File: src/rtl/lps_ifc_pkg.sv
// Package: shared interface state encoding for the link power status controller.
// The code values are visible on the top-level ifc_state port.
package lps_ifc_pkg;

    typedef enum logic [1:0] {
        IFC_OPER = 2'b00,
        IFC_RST  = 2'b01,
        IFC_DIS  = 2'b10,
        IFC_INIT = 2'b11
    } ifc_state_e;

endpackage

File: src/rtl/lps_low_timer.sv
// Module: lps_low_timer
// Counts consecutive low samples of the link power status input.
// Flags "inactive" once the count exceeds RESET_LIM and "long inactive"
// once it exceeds DISABLE_LIM. The count restarts on any high sample and
// saturates one above DISABLE_LIM.
// Assumes lps_in is already synchronous to clk and that clk is never gated.
module lps_low_timer #(
    parameter int RESET_LIM   = 128,
    parameter int DISABLE_LIM = 1280
) (
    input  logic clk,
    input  logic rst_n,
    input  logic lps_in,
    output logic low_rst,
    output logic low_dis
);

    localparam int              CNT_W  = $clog2(DISABLE_LIM + 2);
    localparam logic [CNT_W-1:0] RST_TH = CNT_W'(RESET_LIM);
    localparam logic [CNT_W-1:0] DIS_TH = CNT_W'(DISABLE_LIM);
    localparam logic [CNT_W-1:0] SAT    = CNT_W'(DISABLE_LIM + 1);

    logic [CNT_W-1:0] low_cnt_q;

    // Purpose: count low samples, restart on high, hold at saturation.
    always_ff @(posedge clk) begin
        if (!rst_n) begin
            low_cnt_q <= '0;
        end else if (lps_in) begin
            low_cnt_q <= '0;
        end else if (low_cnt_q != SAT) begin
            low_cnt_q <= low_cnt_q + 1'b1;
        end
    end

    // Purpose: compare the count against both thresholds.
    always_comb begin
        low_rst = (low_cnt_q > RST_TH);
        low_dis = (low_cnt_q > DIS_TH);
    end

endmodule

File: src/rtl/lps_ifc_fsm.sv
// Module: lps_ifc_fsm
// Four-state interface power manager: operational, low-power reset,
// low-power disabled and initialization. Hardware reset forces the
// disabled state. A high status sample in reset or disabled starts a
// fixed INIT_CYCLES initialization window, after which the interface is
// operational. Emits a one-cycle pulse in the first cycle of each new state.
// Assumes low_rst and low_dis come from a counter that restarts on high samples.
module lps_ifc_fsm
    import lps_ifc_pkg::*;
#(
    parameter int INIT_CYCLES = 16
) (
    input  logic       clk,
    input  logic       rst_n,
    input  logic       lps_in,
    input  logic       low_rst,
    input  logic       low_dis,
    output ifc_state_e state,
    output logic       state_chg
);

    localparam int               INIT_W    = $clog2(INIT_CYCLES + 1);
    localparam logic [INIT_W-1:0] INIT_LAST = INIT_W'(INIT_CYCLES - 1);

    ifc_state_e        state_q, state_d;
    logic [INIT_W-1:0] init_q;
    logic              chg_q;

    // Purpose: choose the next interface state from the status observations.
    always_comb begin
        state_d = state_q;
        unique case (state_q)
            IFC_OPER: if (low_rst) state_d = IFC_RST;
            IFC_RST: begin
                if (lps_in)       state_d = IFC_INIT;
                else if (low_dis) state_d = IFC_DIS;
            end
            IFC_DIS:  if (lps_in) state_d = IFC_INIT;
            IFC_INIT: begin
                if (low_rst)                  state_d = IFC_RST;
                else if (init_q == INIT_LAST) state_d = IFC_OPER;
            end
            default: state_d = IFC_DIS;
        endcase
    end

    // Purpose: hold the state register; hardware reset parks it disabled.
    always_ff @(posedge clk) begin
        if (!rst_n) state_q <= IFC_DIS;
        else        state_q <= state_d;
    end

    // Purpose: time the initialization window; idle at zero elsewhere.
    always_ff @(posedge clk) begin
        if (!rst_n || state_q != IFC_INIT) init_q <= '0;
        else                               init_q <= init_q + 1'b1;
    end

    // Purpose: register a pulse aligned with the first cycle of a new state.
    always_ff @(posedge clk) begin
        if (!rst_n) chg_q <= 1'b0;
        else        chg_q <= (state_d != state_q);
    end

    assign state     = state_q;
    assign state_chg = chg_q;

endmodule

File: src/rtl/lps_ifc_gate.sv
// Module: lps_ifc_gate
// Applies the interface state to the link-facing signals. Outbound control
// and data are clamped to zero and the link request is masked whenever the
// interface is not operational. The clock enable drops only when disabled.
// Purely combinational; assumes state is a registered value.
module lps_ifc_gate
    import lps_ifc_pkg::*;
#(
    parameter int CTL_W  = 2,
    parameter int DATA_W = 8
) (
    input  ifc_state_e        state,
    input  logic [CTL_W-1:0]  ctl_i,
    input  logic [DATA_W-1:0] d_i,
    input  logic              lreq_i,
    output logic [CTL_W-1:0]  ctl_o,
    output logic [DATA_W-1:0] d_o,
    output logic              lreq_o,
    output logic              out_hold,
    output logic              req_ignore,
    output logic              clk_en
);

    logic hold;

    // Purpose: derive the clamp, mask and clock-enable controls.
    always_comb begin
        hold       = (state != IFC_OPER);
        out_hold   = hold;
        req_ignore = hold;
        clk_en     = (state != IFC_DIS);
    end

    // Purpose: force the link-facing data path to zero while held.
    always_comb begin
        ctl_o  = hold ? '0 : ctl_i;
        d_o    = hold ? '0 : d_i;
        lreq_o = hold ? 1'b0 : lreq_i;
    end

endmodule

File: src/rtl/lps_sleep_req.sv
// Module: lps_sleep_req
// Raises a registered low-power request while the interface is disabled,
// the status input is low, and no port is active. A port event is latched
// and blocks the request until the interface leaves the disabled state.
// Assumes port_event is a single-cycle pulse synchronous to clk.
module lps_sleep_req
    import lps_ifc_pkg::*;
#(
    parameter int NUM_PORTS = 6
) (
    input  logic                 clk,
    input  logic                 rst_n,
    input  ifc_state_e           state,
    input  logic                 lps_in,
    input  logic [NUM_PORTS-1:0] port_active,
    input  logic                 port_event,
    output logic                 lp_req
);

    logic wake_q;
    logic req_q;
    logic all_idle;

    // Purpose: detect that every port is inactive.
    always_comb all_idle = ~|port_active;

    // Purpose: remember a port event for the rest of the disabled stay.
    always_ff @(posedge clk) begin
        if (!rst_n || state != IFC_DIS) wake_q <= 1'b0;
        else if (port_event)            wake_q <= 1'b1;
    end

    // Purpose: register the low-power request.
    always_ff @(posedge clk) begin
        if (!rst_n) req_q <= 1'b0;
        else        req_q <= (state == IFC_DIS) && all_idle && !lps_in
                             && !port_event && !wake_q;
    end

    assign lp_req = req_q;

endmodule

File: src/rtl/lps_ifc_ctrl.sv
// Module: lps_ifc_ctrl (top)
// Link power status interface controller. Measures the low time of the
// link power status input, runs the four-state interface manager, gates the
// link-facing signals and produces the low-power request.
// Assumes lps_in is synchronous to the free-running clk.
module lps_ifc_ctrl #(
    parameter int NUM_PORTS   = 6,
    parameter int CTL_W       = 2,
    parameter int DATA_W      = 8,
    parameter int RESET_LIM   = 128,
    parameter int DISABLE_LIM = 1280,
    parameter int INIT_CYCLES = 16
) (
    input  logic                 clk,
    input  logic                 rst_n,
    input  logic                 lps_in,
    input  logic [NUM_PORTS-1:0] port_active,
    input  logic                 port_event,
    input  logic [CTL_W-1:0]     ctl_i,
    input  logic [DATA_W-1:0]    d_i,
    input  logic                 lreq_i,
    output logic [CTL_W-1:0]     ctl_o,
    output logic [DATA_W-1:0]    d_o,
    output logic                 lreq_o,
    output logic [1:0]           ifc_state,
    output logic                 out_hold,
    output logic                 req_ignore,
    output logic                 clk_en,
    output logic                 lp_req,
    output logic                 state_chg
);

    import lps_ifc_pkg::*;

    logic       low_rst;
    logic       low_dis;
    ifc_state_e state;

    lps_low_timer #(
        .RESET_LIM  (RESET_LIM),
        .DISABLE_LIM(DISABLE_LIM)
    ) u_timer (
        .clk    (clk),
        .rst_n  (rst_n),
        .lps_in (lps_in),
        .low_rst(low_rst),
        .low_dis(low_dis)
    );

    lps_ifc_fsm #(
        .INIT_CYCLES(INIT_CYCLES)
    ) u_fsm (
        .clk      (clk),
        .rst_n    (rst_n),
        .lps_in   (lps_in),
        .low_rst  (low_rst),
        .low_dis  (low_dis),
        .state    (state),
        .state_chg(state_chg)
    );

    lps_ifc_gate #(
        .CTL_W (CTL_W),
        .DATA_W(DATA_W)
    ) u_gate (
        .state     (state),
        .ctl_i     (ctl_i),
        .d_i       (d_i),
        .lreq_i    (lreq_i),
        .ctl_o     (ctl_o),
        .d_o       (d_o),
        .lreq_o    (lreq_o),
        .out_hold  (out_hold),
        .req_ignore(req_ignore),
        .clk_en    (clk_en)
    );

    lps_sleep_req #(
        .NUM_PORTS(NUM_PORTS)
    ) u_sleep (
        .clk        (clk),
        .rst_n      (rst_n),
        .state      (state),
        .lps_in     (lps_in),
        .port_active(port_active),
        .port_event (port_event),
        .lp_req     (lp_req)
    );

    assign ifc_state = state;

endmodule

File: config.mk
export PLATFORM = sky130hd
export DESIGN_NAME = lps_ifc_ctrl
export DESIGN_NICKNAME = d
export VERILOG_FILES = /design/src/rtl/lps_ifc_pkg.sv /design/src/rtl/lps_low_timer.sv /design/src/rtl/lps_ifc_fsm.sv /design/src/rtl/lps_ifc_gate.sv /design/src/rtl/lps_sleep_req.sv /design/src/rtl/lps_ifc_ctrl.sv
export SDC_FILE = /design/constraint.sdc
export NUM_CORES = 1
export LEC_CHECK = 0
export BUFFER_PORTS_ARGS = -buffer_cell sky130_fd_sc_hd__buf_4
export CAP_MARGIN = 5
export CORE_MARGIN = 2
export CORE_UTILIZATION = 48
export CTS_CLUSTER_DIAMETER = 50
export DETAILED_ROUTE_END_ITERATION = 16
export PLACE_DENSITY = 0.81
export REMOVE_ABC_BUFFERS = 1
export SYNTH_ARGS = -nofsm -noshare
export SYNTH_HDL_FRONTEND = slang
export SYNTH_SLANG_ARGS = --single-unit
File: constraint.sdc
create_clock -name clk -period 1.9 [get_ports clk]
set_input_delay 0.285 -clock clk [delete_from_list [all_inputs] [get_ports clk]]
set_output_delay 0.285 -clock clk [all_outputs]
set_load 0.1 [all_outputs]
## Yosys cells after proc, flatten, opt, wreduce, memory -nomap -nowiden

Index checks and enable logic that the tools add are counted.

| storage, ports and cells | value |
|---|---|
| register bits after elaboration | 21 |

| operators by class | value |
|---|---|
| add/subtract/negate cells | 2 |
| $lt $le $gt $ge | 2 |
| equality and inequality tests | 8 |
| multiplexer cells | 10 |
| bitwise operators | 1 |
| reduce and logical (&&, ||, !) cells | 15 |

Operators by type and width:

| kind | number |
|---|---|
| $mux 2 | 7 |
| $add 11x1->11 const B | 1 |
| $gt 11x11->1 const B | 1 |
| $gt 11x8->1 const B | 1 |
| $ne 11x11->1 const B | 1 |
| $mux 8 | 1 |
| $pmux 2 s4 | 1 |
| $reduce_or 6->1 | 1 |
| $add 5x1->5 const B | 1 |
| $eq 5x4->1 const B | 1 |
| $logic_not 1->1 | 5 |
| $eq 2x2->1 const B | 2 |
| $logic_and 1x1->1 | 4 |
| $ne 2x2->1 const B | 2 |
| $eq 2x1->1 const B | 1 |
| $logic_not 2->1 | 1 |
| $logic_or 1x1->1 | 2 |
| $ne 2x2->1 | 1 |
| $reduce_bool 2->1 | 1 |
| $reduce_or 2->1 | 1 |
| $mux 1 | 1 |
| $not 1->1 | 1 |

## Depth between registers and ports, before layout

Gate-level depths: netlist (run 1).

| depth | value |
|---|---|
| word-level depth | 6 |
| gate-level depth with buffers | 7 |
| gate-level depth less buffers | 7 |

## Modules after synthesis

Synthesis (run 1) repeated with hierarchy kept, for this count alone.

| second synthesis, totals | value |
|---|---|
| cells, all modules | 134 |
| area total of the unflattened synthesis | 1,258.7 sq um |

Modules (own cells, without submodules):

| module | instances | cells each | area an instance (sq um) | seq. area each (sq um) |
|---|---|---|---|---|
| lps_low_timer | 1 | 72 | 613.1 | 220.2 |
| lps_ifc_fsm | 1 | 38 | 391.6 | 160.2 |
| lps_ifc_gate | 1 | 16 | 175.2 | 0.0 |
| lps_sleep_req | 1 | 8 | 78.8 | 40.0 |

## Worst setup path before layout (run 1)

Ideal clock, no wire load.

| timing path | value |
|---|---|
| kind | register to output |
| start | register u_fsm.state_q[1] (netlist: u_fsm.state[1]) |
| end | output port req_ignore |
| arrival time | 2.549 ns |
| setup slack | -0.934 ns |
| cell stages (with the launch flop) | 6 |
| path buffers | 3 |
| cell sequence | dfxtp_1 > clkbuf_1 > nor2_1 > clkbuf_1 > inv_1 > buf_4 |

| between the ends | value |
|---|---|
| cells in the longest elaborated chain, start to end | 1 |

Ends and longest elaborated chain:

| what | line | source |
|---|---|---|
| start, declared | lps_ifc_fsm.sv:25 | `ifc_state_e state_q, state_d;` |
| start signal, assigned | lps_ifc_fsm.sv:50 | `else state_q <= state_d;` |
| $reduce_bool 2->1 | lps_ifc_gate.sv:28 | `hold = (state != IFC_OPER);` |
| end, declared | lps_ifc_ctrl.sv:27 | `output logic req_ignore,` |

No other way between the ends.

## Final worst setup path (run 1)

| timing path | value |
|---|---|
| start | register u_fsm.state_q[0] (netlist: u_fsm.state[0]) |
| end | output port clk_en |

| between the ends | value |
|---|---|
| cells in the longest elaborated chain, start to end | 1 |

Ends and longest elaborated chain:

| what | line | source |
|---|---|---|
| $ne 2x2->1 | lps_ifc_gate.sv:31 | `clk_en = (state != IFC_DIS);` |
| end, declared | lps_ifc_ctrl.sv:28 | `output logic clk_en,` |

No other way between the ends.

==> key figures, run 1 <==
Setup path
  • Crit-path max FO: 6
  • Worst Setup Start Kind: register
  • CP Class: reg -> out
  • Worst EP arrival: between 1 and 1.5 ns
  • Worst EP required: 1.62 ns
  • CP Capture Type: primary output

Min path
  • Hold Path Class: in -> reg

Logic synthesis
  • Ys Warns: 0
  • Largest cells by area after synthesis: dfxtp_1 38%, nor2_1 8.2%, and2_1 6.3%
  • Sequential share of the synthesized area: 0.384
  • Syn avg cell area: 8.29 um^2
  • Mapped cell area: between 0.001 and 0.0015 mm^2
  • Post-Syn Instances: 132
  • Number of synthesized flops with an enable pin: 0
  • Synth unique cells: 31
  • Area leader, netlist: dfxtp_1
  • FF+latch count, synth: 21
  • Most frequent cell after synthesis: nor2_1
  • Synth Flop Type: dfxtp_1
  • Synth top area share: 0.384
  • Post-synth top cells: 24 x nor2_1, 21 x dfxtp_1, 11 x and2_1
  • Asr flop ratio synth: 0

Global route
  • Vias in the first global route: 930
  • M3 GR Usage: 0.0546
  • Met2 Resource Use GR: 0.359
  • Total Routing Usage GR: 0.194
  • Antenna violations before repair: 0
  • Routing usage on met1: 0.204
  • Global-route wire length before repair: 3.89 mm
  • Top Usage Layer GRT: met2
  • Gr ovfl total: 0
  • Pin count of the biggest net entering global routing: 13

STA
  • Final Hold Fails: 0
  • Max-slew violation count: 0
  • Final setup viols: 0
  • Unrepaired setup endpoints after global routing: no
  • Worst slew pin tran: 0.443 ns
  • Slew margin rel.: 0.705
  • FMAX: 583 MHz
  • Setup slack after layout: roughly 0.19 ns
  • Crit share post-route: 0.903
  • Clock skew: 0.00445 ns
  • Min cycle time layout: 1.71 ns
  • Worst hold slack: 0.205 ns
  • Setup tns final: 0 ns

CTS
  • Clock slew at reported path FFs: 0.11 ns
  • CTS sink count: 21
  • CTS max path bufs: 2
  • Root buf cell: clkbuf_4
  • Worst-Skew Late Latency: 0.31 ns
  • Cts bufs inserted: 3
  • Hold_buf cts: 0
  • CTS H-tree depth: 1
  • CTS tree: built

Drt
  • DR iter-0 viols: 13
  • Detail Route Antenna Nets: 0
  • WL per Instance: 12.2 um
  • DRT Wirelength: 2.42 mm
  • Vias: around 1,000
  • # DRC: 0
  • Vias/cell: 5.15
  • Drt pass-1 iters: 5

Final layout
  • Final instance area: 0.00143 mm^2
  • Final Util: 0.653
  • Fillers: 186
  • Nets: 197
  • Ant diodes: 0
  • P&R area growth vs syn: 30.6%
  • Share of layout cells above drive strength 1: 0.276
  • Fin cells: 198

Power
  • Switch Pwr: 0.272 mW
  • VDD IR max: 0.491 mV
  • Clock network power share: 0.246
  • Register share of total power: 0.544
  • Switching share of power: 0.313
  • Power Internal: 0.596 mW
  • Total power: 0.868 mW
  • Leakage power total: 0.628 nW
  • Power Dens Cells: 607 mW/mm^2
  • Comb pwr share: 0.211

Placed design
  • DP Cell Count: 194
  • HPWL after detailed placement: 1.91 mm
  • Final RePlAce weighted congestion: 0.880
  • DP Worst Slack: roughly 0.28 ns
  • Placement Cell Area: 0.00140 mm^2
  • Number of buffers added on ports: 38

Floorplanning
  • IO Count: 39
  • Chip width: 51.8 um
  • Core area: 0.00219 mm^2
  • Die footprint: 0.00268 mm^2
  • Starting Density: 0.500
  • Rows: 17
  • Die height: 51.8 um

Outcome
  • Outcome: finished, final reports clean

Job
  • Max Cap Viol: 0
==> routing by layer <==
layer  up-vias  part of all wire
met2        41              0.48
met3         7             0.082
met5         -                 0
met4         0             0.018
met1       447              0.42
li1        524                 -
==> state kept, by name, summed over array words and instances (netlist names) <==
signal and cells:
u_fsm.init_q 5, u_fsm.state 2, u_fsm.state_chg 1, u_sleep.lp_req 1, u_sleep.wake_q 1, u_timer.low_cnt_q 11
==> worst max-delay path, cell delays in order, from the launching register on <==
cell and delay, ns:
dfxtp_1 0.51, inv_1 0.16, nand2_1 0.15, buf_4 0.31
==> placed cells by master, fill, tap and decap left out, types with 2 or more instances in the layout <==
cell,Yosys,layout
xor2_1,5,5
clkbuf_4,0,3
nand3_1,7,7
buf_4,1,38
nand4_1,2,2
dfxtp_1,21,21
and2_1,11,11
nor2_1,24,23
o21ai_0,3,3
nand2_1,7,7
xnor2_1,5,5
or4_1,2,2
and3_1,3,3
inv_1,9,9
o211ai_1,4,4
nand2b_1,3,3
a21oi_1,4,4
ha_1,5,5
==> path summary, 6_finish.rpt <==
path	start	end	slack, ns	cells after the start
max	u_fsm.state[0]	clk_en	0.19	3
min	port_active[4]	u_sleep.lp_req	0.20	3
max reg2reg	u_timer.low_cnt_q[1]	u_fsm.state[0]	0.27	7
min reg2reg	u_fsm.init_q[0]	u_fsm.init_q[0]	0.46	1
==> power groups by stage <==
stage               Clock (mW)  Combinational [mW]  Sequential (mW)
floorplan                    0              0.0759            0.520
global placement             0               0.179            0.477
detailed placement           0               0.183            0.479
CTS                      0.228               0.183            0.469
global route             0.233               0.195            0.473
finish                   0.213               0.183            0.472
==> cell type report <==
type	instances	area, um^2	share of cell area
Multi-Input combinational cell	98	629	0.440
Sequential cell	21	420	0.294
Timing Repair Buffer	38	285	0.199
Tap cell	28	35.0	0.0245
Inverter	9	33.8	0.0236
Clock buffer	4	26.3	0.0184
==> logic make-up (layout without fill, tap and decap cells) <==
kind of cell | count (synthesis) | count (layout) | synth area share
and+or+nand+nor | 66 | 66 | 0.320
DFF | 21 | 21 | 0.384
AOI/OAI and AO/OA | 16 | 16 | 0.102
buffers and inverters | 13 | 51 | 0.0480
xor gates and xnor gates | 10 | 10 | 0.0800
adders and majority gates | 5 | 5 | 0.0571
muxes | 1 | 1 | 0.00914
==> repair_timing <==
item	CTS	global route
resized for setup	1	1
pin swaps	0	0
endpoints found under the hold margin	0	0
buffers inserted	0	0
setup endpoints to repair	11	3
Power figures use the tool's default switching activity.
==> run 2, diff against run 1 <==
--- a/config.mk
+++ b/config.mk
@@ -5,13 +5,13 @@
 export SDC_FILE = /design/constraint.sdc
 export NUM_CORES = 1
 export LEC_CHECK = 0
-export BUFFER_PORTS_ARGS = -buffer_cell sky130_fd_sc_hd__buf_4
 export CAP_MARGIN = 5
 export CORE_MARGIN = 2
-export CORE_UTILIZATION = 48
+export CORE_UTILIZATION = 60
 export CTS_CLUSTER_DIAMETER = 50
 export DETAILED_ROUTE_END_ITERATION = 16
-export PLACE_DENSITY = 0.81
+export DONT_BUFFER_PORTS = 1
+export PLACE_DENSITY = 0.8
 export REMOVE_ABC_BUFFERS = 1
 export SYNTH_ARGS = -nofsm -noshare
 export SYNTH_HDL_FRONTEND = slang
==> constraint.sdc (replaced) <==
create_clock -name clk -period 1.9 [get_ports clk]
set_input_delay 0.19 -clock clk [delete_from_list [all_inputs] [get_ports clk]]
set_output_delay 0.19 -clock clk [all_outputs]
set_load 0.1 [all_outputs]
==> run 2 against run 1 <==
Utilization is 18 points higher. Global-route usage is 5.6 points higher. Hold slack worse by 0.19 ns. Largest power group unchanged.
==> key figures, run 2 (synthesized netlist as in run 1, its figures left out) <==
Setup path
  • Crit path from: u_fsm.state[1]
  • Crit path cell chain: nor2_2 -> and2_1 -> buf_12
  • Worst Reg-to-Reg Cells: 7
  • Worst R2R Start: u_timer.low_cnt_q[1]
  • CP Class: reg -> out
  • Stages on worst setup path: 3
  • CP Capture Type: primary output
  • R2R Setup Slk: 0.26 ns
  • Worst path slowest cell: dfxtp_1
  • Buf/Inv on CP: 1
  • Delay-heaviest family, CP: simple AND/OR/NAND/NOR gates
  • FF-to-FF End: u_fsm.state[0]
  • Worst EP required: approximately 1.7 ns
  • Slowest stage delay, CP: roughly 0.42 ns
  • Crit-path max FO: 12
  • Worst EP arrival: 1.50 ns
  • CP endpoint: d_o[1]
  • Worst Setup Start Kind: register

Placed design
  • DP Cell Count: 171
  • Final RePlAce weighted congestion: 0.754
  • DP Worst Slack: 0.265 ns
  • Number of buffers added on ports: 0
  • HPWL after detailed placement: between 2 and 2.5 mm

Global route
  • Vias in the first global route: 929
  • Antenna violations before repair: 0
  • Total Routing Usage GR: 0.250
  • Pin count of the biggest net entering global routing: 13
  • Global-route wire length before repair: 3.89 mm
  • Gr ovfl total: 0

CTS
  • Setup Fix Bufs, Post-CTS: 0
  • Root buf cell: clkbuf_4
  • Cts bufs inserted: 3
  • CTS H-tree depth: 1
  • CTS max path bufs: 2
  • CTS sink count: 21
  • Worst-Skew Late Latency: 0.31 ns
  • Clock slew at reported path FFs: 0.11 ns
  • CTS tree: built

Drt
  • WL per Instance: 13.8 um
  • Vias: between 900 and 1,000
  • Drt pass-1 iters: 4
  • # DRC: 0
  • Vias/cell: 5.63
  • DR iter-0 viols: 25
  • DRT Wirelength: 2.43 mm
  • Detail Route Antenna Nets: 0

STA
  • Max-slew violation count: 0
  • Setup slack after layout: 0.211 ns
  • Min cycle time layout: 1.69 ns
  • Final setup viols: 0
  • Final Hold Fails: 0
  • Clock skew: between 0.003 and 0.004 ns
  • Worst slew pin tran: 0.413 ns
  • Slew margin rel.: 0.724
  • FMAX: approximately 600 MHz
  • Crit share post-route: 0.889
  • Setup tns final: 0 ns
  • Unrepaired setup endpoints after global routing: no

Floorplanning
  • Starting Density: 0.634
  • Core area: roughly 0.0017 mm^2
  • IO Count: 39
  • Die footprint: 0.00218 mm^2
  • Rows: 15
  • Chip width: 46.7 um
  • Die height: 46.7 um

Final layout
  • Most common cell after layout, fill and taps aside: nor2_1
  • Ant diodes: 0
  • P&R area growth vs syn: 32.0%
  • Share of layout cells above drive strength 1: 0.192
  • Largest register FFs: 11
  • Commonest non-fill, non-tap cells in the layout: 23 x nor2_1, 21 x dfxtp_1, 13 x buf_12, 11 x and2_1, 8 x inv_1
  • Fillers: 98
  • Nets: approximately 180
  • Largest Register: u_timer.low_cnt_q
  • Fin cells: 176

Power
  • Power Dens Cells: 576 mW/mm^2
  • Power Internal: 0.569 mW
  • Clock network power share: 0.255
  • VDD IR max: around 0.67 mV
  • Leakage power total: 0.581 nW
  • Total power: a little over 0.8 mW
  • Switching share of power: 0.316
  • Switch Pwr: between 0.2 and 0.3 mW
  • Register share of total power: 0.564
  • Comb pwr share: 0.181

Job
  • Max Cap Viol: 0

Min path
  • Hold Path Class: in -> reg
  • Min-Delay Startpoint: rst_n

Outcome
  • Outcome: finished, final reports clean
-- run 2: cell types whose count changed in the layout (fill, tap and decap cells not counted), sizes merged --
cell and change:
buf -20, clkbuf -1, clkinv +1, dlygate4sd3 +1
-- run 2: worst min path at each step --
stage	endpoint	slack [ns]	depth (start not counted)
floorplan	u_fsm.state[1]	0.25	1
global placement	u_fsm.state[1]	0.26	1
detailed placement	u_fsm.state[1]	0.27	1
CTS	u_sleep.wake_q	0.01	2
global route	u_sleep.wake_q	0.02	2
finish	u_sleep.wake_q	0.01	2
-- run 2: layout make-up --
class                   count  area [um^2]  share of cell area
well taps                  25         31.3              0.0216
flip-flops and latches     21          420               0.291
inverters                   9         33.8              0.0234
clock inverters             1         5.00             0.00346
repair buffers             19          308               0.213
multi-input cells          98          624               0.432
clock buffers               3         22.5              0.0156
-- run 2: layer usage --
metal	track usage	vias up	wire, um
li1	-	482	-
met1	0.264	459	953
met2	0.503	45	1300
met3	0.0353	4	157
met4	0.0722	0	27
met5	0	-	0
-- run 2: worst register-to-register path, cell delays in order (launching register included) --
cell      delay, ns
dfxtp_1        0.36
inv_1          0.10
ha_1           0.15
nor3b_2        0.18
nand2_1        0.08
a211o_1        0.35
o211ai_1       0.20
o211ai_1       0.11
-- run 2: power groups by stage --
stage / combinational (mW) / sequential, mW / clock (mW)
floorplan: 0.0759 / 0.520 / 0
global placement: 0.144 / 0.477 / 0
detailed placement: 0.149 / 0.479 / 0
CTS: 0.151 / 0.469 / 0.217
global route: 0.161 / 0.472 / 0.230
finish: 0.151 / 0.469 / 0.212
-- run 2: through the flow --
stage          area, um^2  utilization  hold slack [ns]
4_1_cts              1440        0.836           0.0113
2_1_floorplan        1080            -            0.255
5_1_grt              1450        0.837           0.0243
3_3_place_gp         1410        0.814            0.257
6_report             1450        0.837           0.0115
3_5_place_dp         1410        0.814            0.269
-- run 2: repair_timing --
item	CTS	global route
hold endpoints to repair	1	0
endpoints found under the setup margin	0	11
hold buffers	1	0
gates resized for setup	0	1
